===== config.mk =====
export PLATFORM = sky130hd
export DESIGN_NAME = spiByteEngine
export DESIGN_NICKNAME = d
export VERILOG_FILES = /design/src/rtl/spiEnginePkg.sv /design/src/rtl/spiShifter.sv /design/src/rtl/spiPortCtrl.sv /design/src/rtl/spiByteEngine.sv
export SDC_FILE = /design/constraint.sdc
export NUM_CORES = 1
export LEC_CHECK = 0
export BUFFER_PORTS_ARGS = -buffer_cell sky130_fd_sc_hd__clkbuf_2
export CORE_MARGIN = 1.5
export CORE_UTILIZATION = 41
export DETAILED_ROUTE_END_ITERATION = 8
export PLACE_DENSITY_LB_ADDON = 0.12
export SLEW_MARGIN = 10
export SYNTH_ARGS = -nofsm -noshare
export SYNTH_HDL_FRONTEND = slang
export SYNTH_SLANG_ARGS = --single-unit

===== constraint.sdc =====
create_clock -name clk -period 3 [get_ports clk]
set_input_delay 0.6 -clock clk [delete_from_list [all_inputs] [get_ports clk]]
set_output_delay 0.6 -clock clk [all_outputs]
set_load 0.02 [all_outputs]

===== src/rtl/spiEnginePkg.sv =====
package spiEnginePkg;
  localparam logic [2:0] REG_SD_XFER   = 3'd0;
  localparam logic [2:0] REG_SD_RESTART = 3'd1;
  localparam logic [2:0] REG_DATA_SEND = 3'd2;
  localparam logic [2:0] REG_CTL_XFER  = 3'd3;
  localparam logic [2:0] REG_SCTL      = 3'd4;
  localparam logic [2:0] REG_SSTAT     = 3'd5;

  typedef enum logic [1:0] {CH_SD, CH_DATA, CH_CTL} chanE;

  typedef struct packed {
    logic       start;
    logic [7:0] txByte;
  } xferReqT;
endpackage


===== src/rtl/spiShifter.sv =====
module spiShifter
  import spiEnginePkg::*;
#(
  parameter int BYTE_W   = 8,
  parameter int HALF_DIV = 2
) (
  input  logic              clk,
  input  logic              rstN,
  input  xferReqT           req,
  input  logic              miso,
  output logic              sck,
  output logic              mosi,
  output logic              busy,
  output logic              done,
  output logic [BYTE_W-1:0] rxByte
);
  localparam int DIV_W = (HALF_DIV > 1) ? $clog2(HALF_DIV) : 1;
  localparam int BIT_W = $clog2(BYTE_W);

  logic [DIV_W-1:0]  divCnt;
  logic [BIT_W-1:0]  bitCnt;
  logic [BYTE_W-1:0] shiftReg;

  always_ff @(posedge clk) begin
    if (!rstN) begin
      divCnt   <= '0;
      bitCnt   <= '0;
      shiftReg <= '0;
      sck      <= 1'b0;
      mosi     <= 1'b0;
      busy     <= 1'b0;
      done     <= 1'b0;
    end else begin
      done <= 1'b0;
      if (!busy) begin
        if (req.start) begin
          busy     <= 1'b1;
          shiftReg <= req.txByte;
          mosi     <= req.txByte[BYTE_W-1];
          divCnt   <= '0;
          bitCnt   <= '0;
          sck      <= 1'b0;
        end
      end else if (divCnt == DIV_W'(HALF_DIV - 1)) begin
        divCnt <= '0;
        if (!sck) begin
          sck      <= 1'b1;
          shiftReg <= {shiftReg[BYTE_W-2:0], miso};
        end else begin
          sck    <= 1'b0;
          mosi   <= shiftReg[BYTE_W-1];
          bitCnt <= bitCnt + 1'b1;
          if (bitCnt == BIT_W'(BYTE_W - 1)) begin
            busy <= 1'b0;
            done <= 1'b1;
          end
        end
      end else begin
        divCnt <= divCnt + 1'b1;
      end
    end
  end

  assign rxByte = shiftReg;
endmodule


===== src/rtl/spiPortCtrl.sv =====
module spiPortCtrl
  import spiEnginePkg::*;
#(
  parameter int BYTE_W = 8,
  parameter int CTL_W  = 6
) (
  input  logic              clk,
  input  logic              rstN,
  input  logic              wrEn,
  input  logic              rdEn,
  input  logic [2:0]        addr,
  input  logic [BYTE_W-1:0] wrData,
  output logic [BYTE_W-1:0] rdData,
  input  logic              busy,
  input  logic              done,
  input  logic [BYTE_W-1:0] rxByte,
  input  logic              sdMiso,
  input  logic              ctlMiso,
  input  logic              dataReq,
  input  logic              cardDet,
  input  logic              wrProt,
  input  logic              ctlReady,
  output xferReqT           req,
  output logic              miso,
  output logic              sdCsN,
  output logic              ctlCsN,
  output logic [CTL_W-3:0]  auxCtl,
  output logic              dataSel
);
  localparam logic [CTL_W-1:0] SCTL_RESET = CTL_W'(3);

  chanE              activeChan, reqChan;
  logic [BYTE_W-1:0] sdRx, ctlRx;
  logic [CTL_W-1:0]  sctlReg;

  always_comb begin
    req.start  = 1'b0;
    req.txByte = wrData;
    reqChan    = CH_SD;
    if (wrEn) begin
      case (addr)
        REG_SD_XFER:   req.start = 1'b1;
        REG_DATA_SEND: begin req.start = 1'b1; reqChan = CH_DATA; end
        REG_CTL_XFER:  begin req.start = 1'b1; reqChan = CH_CTL; end
        default: ;
      endcase
    end else if (rdEn && addr == REG_SD_RESTART) begin
      req.start  = 1'b1;
      req.txByte = '1;
    end
  end

  always_ff @(posedge clk) begin
    if (!rstN) begin
      activeChan <= CH_SD;
      sdRx       <= '0;
      ctlRx      <= '0;
      sctlReg    <= SCTL_RESET;
    end else begin
      if (req.start && !busy) activeChan <= reqChan;
      if (done) begin
        if (activeChan == CH_SD)  sdRx  <= rxByte;
        if (activeChan == CH_CTL) ctlRx <= rxByte;
      end
      if (wrEn && addr == REG_SCTL) sctlReg <= wrData[CTL_W-1:0];
    end
  end

  always_comb begin
    case (addr)
      REG_SD_XFER, REG_SD_RESTART: rdData = sdRx;
      REG_CTL_XFER: rdData = ctlRx;
      REG_SCTL:     rdData = BYTE_W'(sctlReg);
      REG_SSTAT:    rdData = BYTE_W'({ctlReady, wrProt, cardDet, dataReq});
      default:      rdData = '0;
    endcase
  end

  assign miso    = (activeChan == CH_SD) ? sdMiso :
                   (activeChan == CH_CTL) ? ctlMiso : 1'b0;
  assign dataSel = busy && (activeChan == CH_DATA);
  assign sdCsN   = sctlReg[0];
  assign ctlCsN  = sctlReg[1];
  assign auxCtl  = sctlReg[CTL_W-1:2];
endmodule


===== src/rtl/spiByteEngine.sv =====
module spiByteEngine
  import spiEnginePkg::*;
#(
  parameter int HALF_DIV = 2
) (
  input  logic       clk,
  input  logic       rstN,
  input  logic       wrEn,
  input  logic       rdEn,
  input  logic [2:0] addr,
  input  logic [7:0] wrData,
  output logic [7:0] rdData,
  input  logic       sdMiso,
  input  logic       ctlMiso,
  input  logic       dataReq,
  input  logic       cardDet,
  input  logic       wrProt,
  input  logic       ctlReady,
  output logic       sck,
  output logic       mosi,
  output logic       sdCsN,
  output logic       ctlCsN,
  output logic [3:0] auxCtl,
  output logic       dataSel,
  output logic       busy
);
  xferReqT    req;
  logic       miso, done;
  logic [7:0] rxByte;

  spiPortCtrl #(.BYTE_W(8), .CTL_W(6)) uCtrl (
    .clk, .rstN, .wrEn, .rdEn, .addr, .wrData, .rdData,
    .busy, .done, .rxByte, .sdMiso, .ctlMiso,
    .dataReq, .cardDet, .wrProt, .ctlReady,
    .req, .miso, .sdCsN, .ctlCsN, .auxCtl, .dataSel
  );

  spiShifter #(.BYTE_W(8), .HALF_DIV(HALF_DIV)) uShift (
    .clk, .rstN, .req, .miso, .sck, .mosi, .busy, .done, .rxByte
  );
endmodule


### Yosys cells after proc, flatten, opt, wreduce, memory -nomap -nowiden

Index checks and enable logic that the tools add are counted.

| cells by class | value |
|---|---|
| add/sub/neg operators | 2 |
| equal/unequal tests | 11 |
| mux-type cells | 33 |
| reduce and logical (&&, ||, !) cells | 16 |

Operators by type and width:

| cell | count |
|---|---|
| $mux 8 | 5 |
| $pmux 8 s4 | 1 |
| $mux 1 | 20 |
| $mux 3 | 4 |
| $eq 3x3->1 const B | 3 |
| $mux 9 | 1 |
| $eq 3x2->1 const B | 2 |
| $reduce_and 2->1 | 3 |
| $reduce_and 3->1 | 2 |
| $logic_and 1x1->1 | 4 |
| $ne 2x2->1 const B | 2 |
| $pmux 2 s2 | 1 |
| $reduce_and 4->1 | 1 |
| $add 3x1->3 const B | 1 |
| $eq 3x1->1 const B | 1 |
| $logic_not 3->1 | 1 |
| $reduce_or 3->1 | 1 |
| $eq 2x1->1 const B | 1 |
| $eq 2x2->1 const B | 1 |
| $logic_not 2->1 | 1 |
| $mux 2 | 1 |
| $ne 2x1->1 const B | 1 |
| $reduce_bool 2->1 | 1 |
| $reduce_or 2->1 | 1 |
| 2 further kinds | 2 |

| word-level totals | value |
|---|---|
| register bits | 40 |
| input bits | 21 |

### Logic depth before layout (Yosys ltp)

Gate-level depths: netlist (run 1).

| logic depth | value |
|---|---|
| depth after elaboration | 6 |
| mapped depth | 6 |

### Cells and area by module

From an unflattened synthesis (run 1), not the netlist that was laid out.

| second synthesis, totals | value |
|---|---|
| cells, all modules | 217 |
| area total of the unflattened synthesis | 2,054.5 sq um |

By module, submodules not included:

| module | times used | cells an instance | area an instance (sq um) |
|---|---|---|---|
| spiPortCtrl | 1 | 141 | 1,285.0 |
| spiShifter | 1 | 76 | 769.5 |

### Least setup slack after synthesis (run 1)

Ideal clock, no wire load.

| path | value |
|---|---|
| path kind | in2out |
| start | in addr[2] |
| end | out rdData[4] |
| arrival | 1.567 ns |
| data required time | 2.400 ns |
| path slack | 0.833 ns |
| cell stages on the path | 4 |
| cell sequence | inv_2 > clkbuf_1 > a22oi_1 > o21ai_0 |

| between the ends | value |
|---|---|
| word-level cells in the longest chain between the ends | 3 |

RTL lines:

| what | RTL line | RTL |
|---|---|---|
| from (decl) | spiByteEngine.sv:10 | `input logic [2:0] addr,` |
| $eq 3x1->1 / $logic_not 3->1 (equally long branches) | spiPortCtrl.sv:70 | `case (addr)` |
| $reduce_or 2->1 | spiPortCtrl.sv:70 |  |
| $pmux 8 s4 * | spiPortCtrl.sv:70 |  |
| to (decl) | spiByteEngine.sv:12 | `output logic [7:0] rdData,` |

Mark *: on every way between the ends. The rest lies on a longest branch, timed or not.

### Final worst setup path (run 1)

| path | value |
|---|---|
| start | in addr[2] |
| end | out rdData[0] |

Same word-level chain as after synthesis.

==> parameters.txt, run 1 <==
Parameter                              Value

Outcome
  Outcome    completed

Floorplan
  Initial standard-cell utilization of the core    42.3%
  Height of the die    69.8 um
  Die width    around 70 um
  Area of the core    4320 um2
  Num ports    39
  Die outline area    around 5000 um2
  Number of placement rows    24

Timing
  Least-Margin Pin Slew    0.686 ns
  Setup repair after global routing missed its margin    false
  Count of final max-slew check failures    0
  FMAX    0.409 GHz
  Layout Skew    0.00640 ns
  Time the worst path needs with I/O delays and setup    2.44 ns
  Worst-case headroom to the max-slew limit    a little over half
  Hold Fails Final Rpt    0
  Final period util    81.5%
  Fin Setup TNS    0 ns
  Finish-stage setup viols    0

Clock tree
  Buffer levels on the longest clock path    2
  Post-CTS repair timing setup buffer count    0
  Clock sink count    40
  Cts repair resizes    0
  Buffer type at the clock tree root    sky130_fd_sc_hd__clkbuf_8
  CTS Hold Buffers Added    0
  TritonCTS clock tree    built
  Number of clock buffers inserted by TritonCTS    5
  Clock slew at the register clock pins of the worst setup and hold paths    0.07 ns
  H-Tree Level Count    2
  Clock latency at the later pin of the worst-skew pair    0.29 ns

Global routing
  Via count of the first global-routing pass    1554
  All-layer global routing usage    19.6%
  Number of antenna violations at the first check in global routing    0
  Largest net degree at the start of global routing    30
  Global-route wire length before repair    7.47 mm
  Remaining global-route overflow    0

Power
  Pwr/cell area    491 nW/um2
  Combinational share of power    11.2%
  Net switching share of the total power    26.0%
  Portion of total power attributed to sequential cells    53.2%
  Net switching power figure    between 0.0002 and 0.0003 W
  Clock share of power    35.6%
  IR Drop Worst-Case VDD    0.281 mV
  Cell-internal power    slightly below 0.0008 W
  Static leakage    0.865 nW

Place
  Post-DP HPWL    between 3 and 4 mm
  IO buf count    38
  Global placement routability congestion    0.725
  Placed Cells    293
  Placement Cell Area    2040 um2

Critical path
  Register-to-Register Setup Slack    about 1.4 ns
  Worst EP arrival    between 1.5 and 2 ns
  Highest net fanout along the worst path    14
  Endpoint of the most critical register-to-register path    uShift.sck$_SDFFE_PN0P_
  Critical Path Most Common Cell    sky130_fd_sc_hd__clkbuf_2
  Crit path cell chain    clkbuf_2 -> inv_2 -> and3_1 -> nand2_1 -> o21ai_0 -> clkbuf_2
  CP Capture Type    output pin
  Largest stage delay on the critical path    0.45 ns
  Worst path slowest cell    sky130_fd_sc_hd__and3_1
  Source of the worst register-to-register timing path    uShift.busy$_SDFF_PN0_
  Path type of the worst setup path    input port to output pin
  Family of cells with the greatest summed delay on the critical path    buffers and inverters
  Combined buffer and inverter count along the critical path    3
  Cell count of the worst reg-to-reg path    3
  Startpoint type of the worst setup path    input port
  Required time of the worst setup path    2.40 ns

Detailed routing
  Violation count after the first detailed-routing iteration    55
  DRC Markers    0
  Vias    1578
  Wire length after detailed routing    4.60 mm
  Router iterations before antenna repair    4
  Routed length per placed instance    15.3 um
  Count of nets left with antenna violations after detail routing    0
  Vias per cell    5.24

Layout
  Filler-free cell count of the finished design    about 300
  Nets@finish    271
  Share of layout cells above drive strength 1    22.1%
  N_diodes    0
  Final Cell Area    2130 um2
  Leading cell type in the layout, fill and taps excluded    sky130_fd_sc_hd__dfxtp_1
  Final cell utilization of the core    49.3%
  Commonest non-fill, non-tap cells in the layout    sky130_fd_sc_hd__dfxtp_1, sky130_fd_sc_hd__nor2_1, sky130_fd_sc_hd__clkbuf_2, sky130_fd_sc_hd__mux2i_1, sky130_fd_sc_hd__a21oi_1
  Area added between synthesis and finish    16.6%

Yosys
  Post-synthesis instance area    1830 um2
  Share of synthesized cell area in and, or, nand and nor gates    20.1%
  Post-Synth Adder-Cell Area    under 10%
  Seq cells post-synth    40
  Yosys warning total    0
  Share of the synthesized area in compound gates (AO/OA/AOI/OAI)    17.2%
  Sequential-to-total area share from yosys stat    between 40% and 50%
  Avg Inst Size Synth    between 8 and 9 um2
  Post-synth top area share    between 40 and 50%
  Synthesized-area fraction occupied by xor and xnor cells    0%
  Synth cell types    32
  Number of nets produced by synthesis    236
  Synth area leader    sky130_fd_sc_hd__dfxtp_1
  Largest family of logic cells by synthesized area    simple AND/OR/NAND/NOR gates
  Instance count of the mapped netlist    ~210
  Leading post-synthesis cells by cell area    sky130_fd_sc_hd__dfxtp_1, sky130_fd_sc_hd__mux2i_1, sky130_fd_sc_hd__nor2_1, sky130_fd_sc_hd__a21oi_1, sky130_fd_sc_hd__o22ai_1
  Mux cell area share after synthesis    12.6%

Hold path
  Hold Path Stages    2
  HP Class    register to register
  Origin of the worst min-delay path    uShift.bitCnt[2]$_SDFFE_PN0P_
  Worst Hold Path EP    uShift.bitCnt[2]$_SDFFE_PN0P_

Job
  Max capacitance violation total    0
cells in the mapped netlist:
cell type                  instances
sky130_fd_sc_hd__clkinv_1          1
sky130_fd_sc_hd__nand3b_1          2
sky130_fd_sc_hd__nand2_2           2
sky130_fd_sc_hd__inv_1             7
sky130_fd_sc_hd__nor2_1           38
sky130_fd_sc_hd__a22oi_1           2
sky130_fd_sc_hd__mux2i_1          23
sky130_fd_sc_hd__nand2b_1          4
sky130_fd_sc_hd__o21a_1            1
sky130_fd_sc_hd__a21o_2            2
sky130_fd_sc_hd__o221ai_1          1
sky130_fd_sc_hd__and4bb_1          1
sky130_fd_sc_hd__buf_2             4
sky130_fd_sc_hd__clkbuf_1          7
sky130_fd_sc_hd__nand4_1           1
sky130_fd_sc_hd__o211ai_1          1
sky130_fd_sc_hd__dfxtp_1          40
sky130_fd_sc_hd__buf_6             1
sky130_fd_sc_hd__inv_2             1
sky130_fd_sc_hd__nand3_1           9
sky130_fd_sc_hd__o22ai_1          14
sky130_fd_sc_hd__nor3b_1           1
sky130_fd_sc_hd__o31ai_2           1
sky130_fd_sc_hd__ha_1              2
sky130_fd_sc_hd__a311oi_1          1
sky130_fd_sc_hd__and4bb_2          1
sky130_fd_sc_hd__nor4b_4           1
sky130_fd_sc_hd__nand2_1          12
sky130_fd_sc_hd__o21ai_0           9
sky130_fd_sc_hd__a21oi_2           1
sky130_fd_sc_hd__and3_1            3
sky130_fd_sc_hd__a21oi_1          19
worst max-delay path by stage:
stage,start,slack (ns),depth (start not counted),endpoint
global route,addr[2],0.42,6,rdData[1]
global placement,addr[2],0.61,6,rdData[0]
floorplan,addr[2],0.83,4,rdData[4]
detailed placement,addr[2],0.56,6,rdData[0]
CTS,addr[2],0.55,6,rdData[0]
finish,addr[2],0.56,6,rdData[0]
power groups by stage:
stage | Clock [W] | Combinational [W] | Sequential (W)
6_report | 0.000372 | 0.000117 | 0.000556
5_1_grt | 0.000398 | 0.000129 | 0.000558
4_1_cts | 0.000377 | 0.000117 | 0.000556
3_5_place_dp | 0 | 0.000117 | 0.000568
3_3_place_gp | 0 | 0.000117 | 0.000569
2_1_floorplan | 0 | 0.0000747 | 0.000568
worst min-delay path, stage by stage, from the launching register on:
cell and delay, ns:
sky130_fd_sc_hd__dfxtp_1 0.32, sky130_fd_sc_hd__nand3_1 0.06, sky130_fd_sc_hd__a21oi_1 0.06
sequential cells by signal, indices dropped and copies added, names as in the netlist:
register	cells
uShift.sck	1
uCtrl.sctlReg	6
uCtrl.activeChan	2
uShift.mosi	1
uCtrl.sdRx	8
uShift.done	1
uShift.rxByte	8
uShift.bitCnt	3
uShift.busy	1
uCtrl.ctlRx	8
uShift.divCnt	1
metal layers:
metal | vias to the layer above | global-route usage [%] | part of all wire (%)
met5 | - | 0 | 0
met4 | 0 | 7.05 | 0.96
met3 | 5 | 4.07 | 4.6
met2 | 33 | 32.9 | 45
met1 | 720 | 25.0 | 49
li1 | 820 | - | -
through the flow:
| step | hold slack (ns) | total power [W] | setup WS (ns) |
|---|---|---|---|
| CTS | 0.481 | 0.00105 | 0.553 |
| floorplan | 0.452 | 0.000643 | 0.833 |
| global placement | 0.464 | 0.000686 | 0.614 |
| global route | 0.497 | 0.00109 | 0.424 |
| detailed placement | 0.469 | 0.000685 | 0.558 |
| finish | 0.478 | 0.00105 | 0.556 |
layout make-up:
cell class	count	area (um2)
clock buffers	8	90.1
fillers	456	2190
inverters	9	33.8
multi-input cells	152	936
flip-flops and latches	40	801
well taps	52	65.1
repair buffers	40	205
cells by family (layout without fill, tap and decap cells):
group	Yosys count	count (layout)
AOI/OAI and AO/OA	52	52
and+or+nand+nor	75	75
adders and majority gates	2	2
muxes	23	23
DFF	40	40
buffers and inverters	21	57
Note: power is estimated with default switching activity, not from simulation.
==> run 2, diff against run 1 <==
--- a/config.mk
+++ b/config.mk
@@ -5,6 +5,7 @@
 export SDC_FILE = /design/constraint.sdc
 export NUM_CORES = 1
 export LEC_CHECK = 0
+export ABC_AREA = 1
 export BUFFER_PORTS_ARGS = -buffer_cell sky130_fd_sc_hd__clkbuf_2
 export CORE_MARGIN = 1.5
 export CORE_UTILIZATION = 41
==> constraint.sdc (replaced) <==
create_clock -name clk -period 2.45 [get_ports clk]
set_input_delay 0.49 -clock clk [delete_from_list [all_inputs] [get_ports clk]]
set_output_delay 0.49 -clock clk [all_outputs]
set_load 0.02 [all_outputs]
==> run 2 against run 1 <==
The run now ends with DRC left. Die area rose by 4.8%. Synthesized area up 5.1%. Final area rose by 5.4%. Worst setup slack lost 0.25 ns. Flip-flop and latch count did not move.
==> parameters.txt, run 2 <==
Parameter                              Value

Outcome
  Outcome    finished, violations left
  Failing checks    DRC

Critical path
  Crit path cell chain    clkbuf_2 -> inv_1 -> nand3_1 -> o2111ai_1 -> clkbuf_2
  Worst EP arrival    1.66 ns (-0.18 ns)
  CP Capture Type    output pin
  Critical Path Most Common Cell    sky130_fd_sc_hd__clkbuf_2
  Cell count of the worst reg-to-reg path    5 (+2)
  Path type of the worst setup path    input port to output pin
  Source of the worst register-to-register timing path    uShift.busy$_SDFF_PN0_
  Required time of the worst setup path    1.96 ns (-0.44 ns)
  Register-to-Register Setup Slack    0.99 ns (-0.44 ns)
  Startpoint type of the worst setup path    input port
  Highest net fanout along the worst path    9 (-5)
  Worst path slowest cell    sky130_fd_sc_hd__nand3_1
  Endpoint of the most critical register-to-register path    uShift.bitCnt[0]$_SDFFE_PN0P_
  Largest stage delay on the critical path    0.36 ns (-0.09 ns)

Layout
  Leading cell type in the layout, fill and taps excluded    sky130_fd_sc_hd__nand2_1
  Area added between synthesis and finish    16.9%
  Share of layout cells above drive strength 1    18.1% (-4.0 points)
  Fill cells    474 (+3.9%)
  Final cell utilization of the core    50.5% (+1.3 points)
  Commonest non-fill, non-tap cells in the layout    sky130_fd_sc_hd__nand2_1, sky130_fd_sc_hd__dfxtp_1, sky130_fd_sc_hd__clkbuf_2, sky130_fd_sc_hd__inv_1, sky130_fd_sc_hd__a21oi_1
  Nets@finish    343 (+27%)
  Multi-input combinational cell area    933 um2 (-0.27%)
  Area taken by flip-flops and latches    801 um2 (unchanged)
  N_diodes    0 (unchanged)
  Final Cell Area    2250 um2 (+5.4%)

Yosys
  Top cells by instance count after synthesis    sky130_fd_sc_hd__nand2_1, sky130_fd_sc_hd__dfxtp_1, sky130_fd_sc_hd__inv_1
  Share of flip-flops with an asynchronous set or reset after synthesis    0% (unchanged)
  Sequential-to-total area share from yosys stat    41.7% (-2.1 points)
  Share of the synthesized area in compound gates (AO/OA/AOI/OAI)    17.3% (+0.15 points)
  Synth cell types    23 (-28%)
  Post-Synth Adder-Cell Area    1.30% (-0.066 points)
  Share of synthesized cell area in and, or, nand and nor gates    30.0% (+9.9 points)
  Number of flops mapped to enable cells by yosys    0 (unchanged)
  Primary flip-flop cell chosen by synthesis mapping    sky130_fd_sc_hd__dfxtp_1
  Synthesized-area fraction occupied by xor and xnor cells    0% (unchanged)
  Post-synth top area share    41.7% (-2.1 points)
  Mux cell area share after synthesis    0% (-13 points)
  Yosys warning total    0 (unchanged)
  Instance count of the mapped netlist    281 (+32%)
  Post-synthesis instance area    1920 um2 (+5.1%)
  Top-count cell post-synth    sky130_fd_sc_hd__nand2_1
  Seq cells post-synth    40 (unchanged)
  Avg Inst Size Synth    6.83 um2 (-20%)
  Synth area leader    sky130_fd_sc_hd__dfxtp_1
  Leading post-synthesis cells by cell area    sky130_fd_sc_hd__dfxtp_1, sky130_fd_sc_hd__nand2_1, sky130_fd_sc_hd__a21oi_1, sky130_fd_sc_hd__inv_1, sky130_fd_sc_hd__o21ai_0
  Number of nets produced by synthesis    304 (+29%)
  Largest family of logic cells by synthesized area    simple AND/OR/NAND/NOR gates

Clock tree
  TritonCTS clock tree    built
  Buffer type at the clock tree root    sky130_fd_sc_hd__clkbuf_8
  Post-CTS repair timing setup buffer count    0 (unchanged)
  Cts repair resizes    0 (unchanged)
  Clock slew at the register clock pins of the worst setup and hold paths    0.08 ns (about the same)
  Clock sink count    40 (unchanged)
  Clock latency at the later pin of the worst-skew pair    0.30 ns (about the same)
  Number of clock buffers inserted by TritonCTS    5 (unchanged)
  H-Tree Level Count    2 (unchanged)
  CTS Hold Buffers Added    0 (unchanged)
  Buffer levels on the longest clock path    2 (unchanged)

Timing
  Worst-case headroom to the max-slew limit    59.2% (+5.1 points)
  Finish-stage setup viols    0 (unchanged)
  Time the worst path needs with I/O delays and setup    roughly 2.1 ns
  Least-Margin Pin Slew    0.610 ns (-0.0760 ns)
  Count of final max-slew check failures    0 (unchanged)
  FMAX    about 0.47 GHz
  Setup repair after global routing missed its margin    false
  Fin Setup TNS    0 ns (unchanged)
  Worst hold slack across all endpoints    0.422 ns (-0.0562 ns)
  Final period util    87.6%
  Hold Fails Final Rpt    0 (unchanged)
  Layout Skew    0.00981 ns (+0.00341 ns)

Floorplan
  Initial standard-cell utilization of the core    43.2% (+0.94 points)
  Die width    71.4 um (+2.4%)
  Number of placement rows    24 (unchanged)
  Die outline area    5100 um2 (+4.8%)
  Area of the core    4440 um2 (+2.8%)
  Height of the die    71.4 um (+2.4%)
  Num ports    39 (unchanged)

Power
  Static leakage    1.04 nW (+21%)
  IR Drop Worst-Case VDD    0.360 mV (+28%)
  Pwr Total    0.00132 W (+26%)
  Pwr/cell area    588 nW/um2 (+20%)

Detailed routing
  Router iterations before antenna repair    6 (+2)
  DRC Markers    2 (+2)
  Wire length after detailed routing    4.44 mm (-3.5%)
  Routed length per placed instance    11.9 um (-22%)
  Vias    1818 (+15%)
  Violation count after the first detailed-routing iteration    51 (-7.3%)
  Vias per cell    4.87 (-7.0%)
  Count of nets left with antenna violations after detail routing    0 (unchanged)

Hold path
  Hold Path Stages    3 (+1)
  Worst Hold Path EP    uCtrl.sctlReg[1]$_SDFFE_PN1P_
  Origin of the worst min-delay path    wrData[1]
  HP Class    input port to register

Global routing
  Remaining global-route overflow    0 (unchanged)
  Global-route wire length before repair    7.75 mm (+3.8%)
  Number of antenna violations at the first check in global routing    0 (unchanged)
  Largest net degree at the start of global routing    25 (-17%)
  Via count of the first global-routing pass    1715 (+10%)
  All-layer global routing usage    19.5% (-0.098 points)

Place
  IO buf count    38 (unchanged)
  Post-DP HPWL    3.22 mm (+4.5%)
  Global placement routability congestion    0.774 (+6.8%)
  Placement Cell Area    2160 um2 (+5.8%)

Job
  Max capacitance violation total    0 (unchanged)
run 2: cell types whose count changed in the layout (fill, tap and decap cells not counted), moves of 4 or more:
cell,previous run,this run
sky130_fd_sc_hd__o21ai_0,9,25
sky130_fd_sc_hd__nor2_1,38,27
sky130_fd_sc_hd__nand2b_1,4,0
sky130_fd_sc_hd__a21oi_1,19,30
sky130_fd_sc_hd__o2111ai_1,0,4
sky130_fd_sc_hd__inv_1,7,36
sky130_fd_sc_hd__mux2i_1,23,0
sky130_fd_sc_hd__nand2_1,12,74
sky130_fd_sc_hd__nand3_1,9,19
sky130_fd_sc_hd__o22ai_1,14,0
run 2: kinds of logic after synthesis:
group	count (synthesis)
fa+ha+maj	2
simple gates	130
buf+inv	47
compound gates	62
flops	40
run 2: report_power, final:
part	internal [W]	switching [W]	total (W)
logic	0.0000679	0.000124	0.000192
clock network	0.000198	0.000240	0.000438
registers	0.000673	0.0000188	0.000692
run 2: worst max-delay path by stage:
stage,from,end
after floorplan,addr[2],rdData[6]
after global placement,addr[2],rdData[0]
after detailed placement,addr[2],rdData[4]
after CTS,addr[2],rdData[2]
after global routing,addr[2],rdData[0]
final,addr[2],rdData[2]
run 2: final cells by class:
cell class	instances	share of cell area, %
Clock buffer	5	3.06
Clock inverter	3	0.836
Inverter	37	6.18
Multi-Input combinational cell	194	41.6
Sequential cell	40	35.7
Tap cell	52	2.90
Timing Repair Buffer	42	9.81
run 2: routing by layer:
layer,track usage [%],part of all wire (%),up-vias,wire length [um]
li1,-,-,984,-
met1,23.3,47,789,2080
met2,34.0,46,36,2050
met3,3.66,4.3,9,190
met4,8.97,2.6,0,116
met5,0,0,-,0
run 2: worst max-delay path, delay by kind of cell:
family          cells  cell delay (ns)
simple gates        1             0.36
compound gates      1             0.34
buf+inv             3             0.46
run 2: stage by stage:
stage	instances	setup WS (ns)
final	373	0.304
after global routing	373	0.167
after CTS	373	0.291
after detailed placement	365	0.296
after global placement	365	0.314
after floorplan	281	0.609
